## src/rtl/alarm_pkg.sv

```systemverilog
package alarm_pkg;
  localparam int unsigned ALARMS_DEF = 2;
  localparam int unsigned FIELDS_DEF = 6;
  localparam int unsigned BCD_W_DEF  = 7;

  // field codes; order matches the time_i packing
  localparam int unsigned FLD_SEC  = 0;
  localparam int unsigned FLD_MIN  = 1;
  localparam int unsigned FLD_HOUR = 2;
  localparam int unsigned FLD_DATE = 3;
  localparam int unsigned FLD_MON  = 4;
  localparam int unsigned FLD_DOW  = 5;
endpackage

```

## src/rtl/alarm_regfile.sv

```systemverilog
module alarm_regfile #(
  parameter int unsigned NUM_FIELDS = alarm_pkg::FIELDS_DEF,
  parameter int unsigned VAL_W      = alarm_pkg::BCD_W_DEF,
  localparam int unsigned SEL_W     = (NUM_FIELDS > 1) ? $clog2(NUM_FIELDS + 1) : 1,
  localparam int unsigned REG_W     = VAL_W + 1
) (
  input  logic                        clk_i,
  input  logic                        rst_ni,
  input  logic                        we_i,
  input  logic [SEL_W-1:0]            waddr_i,
  input  logic [REG_W-1:0]            wdata_i,
  input  logic [SEL_W-1:0]            raddr_i,
  output logic [REG_W-1:0]            rdata_o,
  output logic [NUM_FIELDS-1:0]       en_o,
  output logic [NUM_FIELDS*VAL_W-1:0] val_o
);
  logic [NUM_FIELDS-1:0][REG_W-1:0] regs_q;

  for (genvar f = 0; f < NUM_FIELDS; f++) begin : g_fld
    always_ff @(posedge clk_i or negedge rst_ni) begin
      if (!rst_ni)                                 regs_q[f] <= '0;
      else if (we_i && (waddr_i == SEL_W'(f)))     regs_q[f] <= wdata_i;
    end
    assign en_o[f]                 = regs_q[f][REG_W-1];
    assign val_o[f*VAL_W +: VAL_W] = regs_q[f][VAL_W-1:0];
  end

  // unused codes read as zero
  always_comb begin
    rdata_o = '0;
    for (int f = 0; f < int'(NUM_FIELDS); f++)
      if (raddr_i == SEL_W'(f)) rdata_o = regs_q[f];
  end
endmodule

```

## src/rtl/alarm_cmp.sv

```systemverilog
module alarm_cmp #(
  parameter int unsigned NUM_FIELDS = alarm_pkg::FIELDS_DEF,
  parameter int unsigned VAL_W      = alarm_pkg::BCD_W_DEF
) (
  input  logic                        clk_i,
  input  logic                        rst_ni,
  input  logic                        tick_i,
  input  logic [NUM_FIELDS*VAL_W-1:0] time_i,
  input  logic [NUM_FIELDS-1:0]       en_i,
  input  logic [NUM_FIELDS*VAL_W-1:0] val_i,
  output logic                        match_o
);
  logic [NUM_FIELDS-1:0] hit;
  logic                  match_d;

  for (genvar f = 0; f < NUM_FIELDS; f++) begin : g_hit
    // masked field always counts as a hit
    assign hit[f] = !en_i[f] || (val_i[f*VAL_W +: VAL_W] == time_i[f*VAL_W +: VAL_W]);
  end

  // an alarm with no enables never fires
  assign match_d = tick_i && (|en_i) && (&hit);

  always_ff @(posedge clk_i or negedge rst_ni) begin
    if (!rst_ni) match_o <= 1'b0;
    else         match_o <= match_d;
  end
endmodule

```

## src/rtl/alarm_match_unit.sv

```systemverilog
module alarm_match_unit #(
  parameter int unsigned NUM_ALARMS = alarm_pkg::ALARMS_DEF,
  parameter int unsigned NUM_FIELDS = alarm_pkg::FIELDS_DEF,
  parameter int unsigned VAL_W      = alarm_pkg::BCD_W_DEF,
  localparam int unsigned ALM_W     = (NUM_ALARMS > 1) ? $clog2(NUM_ALARMS) : 1,
  localparam int unsigned SEL_W     = (NUM_FIELDS > 1) ? $clog2(NUM_FIELDS + 1) : 1,
  localparam int unsigned REG_W     = VAL_W + 1,
  localparam int unsigned TIME_W    = NUM_FIELDS * VAL_W
) (
  input  logic                  clk_i,
  input  logic                  rst_ni,
  input  logic                  tick_i,
  input  logic [TIME_W-1:0]     time_i,
  input  logic                  wr_en_i,
  input  logic [ALM_W-1:0]      wr_alarm_i,
  input  logic [SEL_W-1:0]      wr_field_i,
  input  logic [REG_W-1:0]      wr_data_i,
  input  logic [ALM_W-1:0]      rd_alarm_i,
  input  logic [SEL_W-1:0]      rd_field_i,
  output logic [REG_W-1:0]      rd_data_o,
  input  logic [NUM_ALARMS-1:0] irq_en_i,
  input  logic [NUM_ALARMS-1:0] flag_i,
  output logic [NUM_ALARMS-1:0] match_o,
  output logic                  irq_no
);
  logic [NUM_ALARMS-1:0][REG_W-1:0]  rdata;
  logic [NUM_ALARMS*NUM_FIELDS-1:0]  en_all;

  for (genvar a = 0; a < NUM_ALARMS; a++) begin : g_alm
    logic [NUM_FIELDS-1:0] en;
    logic [TIME_W-1:0]     val;

    alarm_regfile #(.NUM_FIELDS(NUM_FIELDS), .VAL_W(VAL_W)) u_regs (
      .clk_i   (clk_i),
      .rst_ni  (rst_ni),
      .we_i    (wr_en_i && (wr_alarm_i == ALM_W'(a))),
      .waddr_i (wr_field_i),
      .wdata_i (wr_data_i),
      .raddr_i (rd_field_i),
      .rdata_o (rdata[a]),
      .en_o    (en),
      .val_o   (val)
    );

    alarm_cmp #(.NUM_FIELDS(NUM_FIELDS), .VAL_W(VAL_W)) u_cmp (
      .clk_i   (clk_i),
      .rst_ni  (rst_ni),
      .tick_i  (tick_i),
      .time_i  (time_i),
      .en_i    (en),
      .val_i   (val),
      .match_o (match_o[a])
    );

    assign en_all[a*NUM_FIELDS +: NUM_FIELDS] = en;
  end

  always_comb begin
    rd_data_o = '0;
    for (int a = 0; a < int'(NUM_ALARMS); a++)
      if (rd_alarm_i == ALM_W'(a)) rd_data_o = rdata[a];
  end

  assign irq_no = ~|(flag_i & irq_en_i);
endmodule

```

## config.mk

```make
export PLATFORM = sky130hd
export DESIGN_NAME = alarm_match_unit
export DESIGN_NICKNAME = d
export VERILOG_FILES = /design/src/rtl/alarm_pkg.sv /design/src/rtl/alarm_regfile.sv /design/src/rtl/alarm_cmp.sv /design/src/rtl/alarm_match_unit.sv
export SDC_FILE = /design/constraint.sdc
export NUM_CORES = 1
export LEC_CHECK = 0
export BUFFER_PORTS_ARGS = -buffer_cell sky130_fd_sc_hd__buf_2
export CAP_MARGIN = 20
export CORE_AREA = 10 10 107 118
export DETAILED_ROUTE_END_ITERATION = 8
export DIE_AREA = 0 0 117 128
export GPL_ROUTABILITY_DRIVEN = 0
export PLACE_DENSITY = 0.87
export SLEW_MARGIN = 5
export SYNTH_ARGS = -nofsm -noshare
export SYNTH_HDL_FRONTEND = slang
export SYNTH_SLANG_ARGS = --single-unit
```

## constraint.sdc

```tcl
create_clock -name clk_i -period 3 [get_ports clk_i]
set_clock_uncertainty 0.05 [all_clocks]
set_input_delay 0.3 -clock clk_i [delete_from_list [all_inputs] [get_ports clk_i]]
set_output_delay 0.3 -clock clk_i [all_outputs]
set_load 0.05 [all_outputs]
```

# Word level (Yosys, flattened, before mapping)
# Cells that the tools add are included.
[op_classes]
n_eq_ne = 22
mux = 13
bitwise = 2
n_reduce_logical = 50
[op_table]
columns = ["operator", "n"]
rows = [
  ["two-way mux 8 bit", 13],
  ["== test 7 bit", 12],
  ["logical AND 1 bit", 18],
  ["logical NOT 1 bit", 13],
  ["== test 3 x 2 -> 1 bit, second input constant", 4],
  ["== test 3 bit, second input constant", 4],
  ["logical OR 1 bit", 12],
  ["AND reduction 6 bit", 2],
  ["OR reduction 6 bit", 2],
  ["== test 3 x 1 -> 1 bit, second input constant", 2],
  ["logical NOT 3 bit", 2],
  ["AND 2 bit", 1],
  ["OR reduction 2 bit", 1],
  ["inverter 1 bit", 1],
]
[totals]
regBits = 98
input_bits = 66
out_inout_bits = 11
wordCells = 101

# Logic depth before layout (Yosys ltp)
[depth]
word_depth = 8
depth_mapped = 7
ltp_nobuf = 5

# Modules after synthesis
# From an unflattened synthesis, not the netlist that was laid out.
[unflattened]
cells_unflattened = 440
area_unflattened_um2 = 5659.2
[by_module_without_submodules]
columns = ["module", "instances", "cells_per_inst", "area_per_inst_um2", "seq_area_each_um2"]
rows = [
  ["alarm_regfile", 2, 154, 2242.2, 1201.2],
  ["alarm_cmp", 2, 60, 511.7, 25.0],
  ["alarm_match_unit", 1, 12, 151.4, 0.0],
]

# Worst setup path before layout
# No wires, ideal clock.
[synth_timing]
path_type = "input -> output"
startpoint = "in rd_field_i[0]"
endpoint = "out rd_data_o[3]"
t_arrival_ns = 2.203
required_ns = 2.650
setup_slack_ns = 0.447
stages = 6
n_path_buf = 3
path_cell_list = "buf_2 -> buf_4 -> nand3b_1 -> clkbuf_1 -> o21ai_0 -> o21ai_0"
[synth_between]
elab_chain_len = 8
word_cells_on_any_way = 19
classes_between = "5 x eq/ne; 13 x mux; 1 x reduce/logical"
[synth_rtl]
columns = ["item", "line", "text"]
rows = [
  ["start: declaration", "alarm_match_unit.sv:19", "input logic [SEL_W-1:0] rd_field_i,"],
  ["logical NOT 3 bit", "alarm_regfile.sv:32", "if (raddr_i == SEL_W'(f)) rdata_o = regs_q[f];"],
  ["two-way mux 8 bit (6 in series)", "alarm_regfile.sv:32", ""],
  ["two-way mux 8 bit *", "alarm_match_unit.sv:61", "if (rd_alarm_i == ALM_W'(a)) rd_data_o = rdata[a];"],
  ["end: declaration", "alarm_match_unit.sv:20", "output logic [REG_W-1:0] rd_data_o,"],
]
# Every way passes the cells marked *; elsewhere a longest branch is shown, timed or not.

# Final worst setup path
[layout_timing]
startpoint = "in rd_field_i[2]"
endpoint = "out rd_data_o[6]"
# The elaborated chain is that of the path after synthesis.

==> flow_summary.ini <==
[run_status]
status = completed

[worst_setup_path]
critPathMaxStageDelay_ps = 500
critPathLaunchType = input pin
crit_fanout = 20
worst_path_buffer_plus_inverter_count = 2
setup.worst_path.class = input pin to primary output
regToRegEndpoint = g_alm[0].u_cmp.match_o
critPathCaptureType = primary output
cpLargestDelayFamily = compound AO/OA/AOI/OAI gates
worstPathCellList = buf_2, nand2b_1, o22ai_1, o22ai_1, o21ai_0, a21oi_1, buf_2
reg2reg_setup_slack_ps = 930
worstPathArrival_ps = 2170
critical_path.reg2reg.startpoint = g_alm[0].u_regs.val_o[19]
crit_path_top_delay_cell = sky130_fd_sc_hd__nand2b_1
crit_required_ps = 2650
critical_path_cell_count = 7
rr_worst_depth = 5

[synthesis]
yosys.area_share.xor_xnor_pct = 13.4
yosys_most_used_dff = sky130_fd_sc_hd__dfrtp_1
ys_top_cells_by_area = sky130_fd_sc_hd__dfrtp_1, sky130_fd_sc_hd__mux2_2, sky130_fd_sc_hd__xor2_1, sky130_fd_sc_hd__xnor2_1, sky130_fd_sc_hd__o22ai_1
fraction_of_the_mapped_netlist_area_in_compound_gates_pct = 7.33
syn-num-nets = 518
number_of_enable_flip_flop_cells_after_synthesis = 0
postSynth.asyncResetShare_pct = 100
postSynthAreaPerCell_um2 = 12.1
post_synth_inst_count = 452
yosys.area_share.adder_pct = 0
postSynthRegisterBits = 98
yosys.cell_count.top_type = sky130_fd_sc_hd__mux2_2
synth_seq_area_share_pct = 44.8
syn-cell-area_um2 = 5480
yosysTopAreaCellShare_pct = 44.8
synth_largest_area_cell = sky130_fd_sc_hd__dfrtp_1
synth_simple_gate_area_share_pct = 5.48
synth_warnings = 0
synth.mux.area_fraction_pct = 26.6
ys_top_cells_by_count = sky130_fd_sc_hd__mux2_2, sky130_fd_sc_hd__dfrtp_1, sky130_fd_sc_hd__xor2_1, sky130_fd_sc_hd__xnor2_1, sky130_fd_sc_hd__o22ai_1
synth_top_family_by_area = multiplexers
yosys.cell_types.count = 34

[drt]
avgViaCountPerCell = 6.51
first_iter_violations = 531
detail_route.wirelength_um = 16500
ant_nets = 0
drc = 0
route.met2.wl_um = 7960
top_layer_used = met4
route.layer.met1.wl_um = 6030
routed_wire_length_per_instance_um = 25.6
via_count = 4201
detailedRoute.firstPassIterationCount = 5
dr_wl_met3_um = 1650

[pwr]
netSwitchingPower_mw = 1.44
clkPwrFrac_pct = 28.9
p_comb_share_pct = 26.2
vdd.ir_drop.worst_mv = 0.344
cell_internal_pwr_mw = 3.00
power.sequential.fraction_pct = 44.9
power.static_leakage_nw = 2.72
post-layout-total-power_mw = 4.44
netSwitchingFraction_pct = 32.5
powerDensity_nw_per_um2 = 708

[timing]
max_freq_ghz = 0.397
number_of_setup_violations_in_the_final_report = 0
layout_min_cycle_time_ps = 2520
slew_viol_final = 0
finalHoldViolCount = 0
worst_slew_margin_rel_pct = 52.4
hold_slack_ps = 267
tightestPinTransition_ps = 714
final.setup.tns_ps = 0
layout_worst_path_cycle_share_pct = 84.0
rsz0062_at_grt = no

[run]
max_cap_viol_count = 0

[clock_network]
cts-buffers-inserted = 9
cts_h_tree_depth = 3
post_cts_resize_count = 0
clk_latency_ps = 340
clock-sinks = 98
cts.repair_timing.setup_buffer_count = 0
hold_buffers = 1
maximum_clock_insertion_buffer_count = 2
clkTransAtPathRegs_ps = 70
clock_tree_from_tritoncts = built
clockRootBuffer = sky130_fd_sc_hd__clkbuf_16

[final_layout]
nNetsFinal = 582
post_synthesis_to_final_layout_area_growth_pct = 14.3
utilization_pct = 61.1
fillerInstances = 791
final-instance-count-excl-fill = 645
drive_gt1_share_pct = 40.5

[global_routing]
global_route.overflow_total = 0
first_global_vias = 4555
grt_antenna_before_repair = 1
grt_first_pass_wirelength_um = 25300
grt.total_usage_pct = 22.4
pin_count_of_the_biggest_net_entering_global_routing = 54

[worst_hold_path]
hold-path-cell-count = 3
timing.hold.worst.class = input pin to register
worst_hold_start = tick_i
hold_path_end = g_alm[1].u_cmp.match_o

[floorplanning]
standard_cell_rows = 39
fp.coreArea_um2 = 10200
horizontal_extent_of_the_die_um = 117
die_height_um = 128
ioPinCount = 77
design.die.area_um2 = 15000
initial_core_utilization_pct = 53.5

[placed_design]
portBuffers = 76
place.detailed.hpwl_um = 12100
placed_cells_incl_taps = 627
-- worst reg2reg max path, delay by kind of cell (launching register included) --
kind | cells | cell delay [ps]
AOI/OAI and AO/OA | 1 | 490
xor gates and xnor gates | 1 | 170
DFF | 1 | 410
and+or+nand+nor | 3 | 890
-- layer usage --
layer  vias up  GRT usage [%]
met5         -              0
met4         0           13.2
met3        89           5.06
met2       266           36.6
met1      2055           26.2
li1       1791              -
-- how the worst max path moves through the flow --
stage / from / to / slack [ps]
6_report: rd_field_i[2] / rd_data_o[6] / 480
5_1_grt: rd_field_i[2] / rd_data_o[0] / 390
4_1_cts: rd_field_i[2] / rd_data_o[0] / 540
3_5_place_dp: rd_field_i[2] / rd_data_o[0] / 580
3_3_place_gp: rd_field_i[2] / rd_data_o[7] / 720
2_1_floorplan: rd_field_i[0] / rd_data_o[3] / 450
-- cells in the final DEF, fill, tap and decap left out, types with 2 or more instances in the layout --
master,n
sky130_fd_sc_hd__a21oi_1,3
sky130_fd_sc_hd__buf_2,75
sky130_fd_sc_hd__buf_4,2
sky130_fd_sc_hd__bufinv_16,2
sky130_fd_sc_hd__clkbuf_16,9
sky130_fd_sc_hd__clkbuf_8,2
sky130_fd_sc_hd__dfrtp_1,98
sky130_fd_sc_hd__inv_1,3
sky130_fd_sc_hd__mux2_2,109
sky130_fd_sc_hd__mux2i_1,16
sky130_fd_sc_hd__mux4_2,3
sky130_fd_sc_hd__nand2_1,4
sky130_fd_sc_hd__nand2b_1,7
sky130_fd_sc_hd__nand3b_1,4
sky130_fd_sc_hd__nand4_1,12
sky130_fd_sc_hd__nor2_1,3
sky130_fd_sc_hd__nor2_2,6
sky130_fd_sc_hd__nor3_1,3
sky130_fd_sc_hd__nor4_1,5
sky130_fd_sc_hd__o211ai_1,5
sky130_fd_sc_hd__o21ai_0,14
sky130_fd_sc_hd__o22ai_1,29
sky130_fd_sc_hd__o41ai_1,7
sky130_fd_sc_hd__or3_1,2
sky130_fd_sc_hd__xnor2_1,40
sky130_fd_sc_hd__xor2_1,44
-- through the flow --
step,area [um2],setup slack (ps)
after detailed placement,5920,579
after global placement,5920,723
final,6260,480
after floorplan,5480,447
after global routing,6260,389
after CTS,6260,543
-- cells by family (layout without fill, tap and decap cells) --
group,Yosys count,in the layout
buffers and inverters,29,98
other,0,1
muxes,128,128
DFF,98,98
AOI/OAI and AO/OA,63,63
and+or+nand+nor,50,50
xor gates and xnor gates,84,84
-- registers in the layout, indices dropped and copies added, names as in the netlist --
name,count
g_alm.u_regs.val_o,84
g_alm.u_cmp.match_o,2
g_alm.u_regs.en_o,12
-- cell type report --
cell class	instances	area, um2	area share (%)
diodes	1	2.50	0.0400
repair buffers	79	420	6.71
well taps	123	154	2.46
clock buffers	12	256	4.10
multi-input cells	325	2890	46.2
flip-flops and latches	98	2450	39.2
clock inverters	4	73.8	1.18
inverters	3	11.3	0.180
-- power groups by stage --
stage / clock network, mW / logic, mW / registers [mW]
6_report: 1.28 / 1.16 / 1.99
3_5_place_dp: 0 / 1.12 / 1.99
4_1_cts: 1.28 / 1.15 / 1.98
3_3_place_gp: 0 / 1.07 / 1.97
2_1_floorplan: 0 / 0.839 / 1.86
5_1_grt: 1.33 / 1.25 / 2.02
Power figures use the tool's default switching activity.
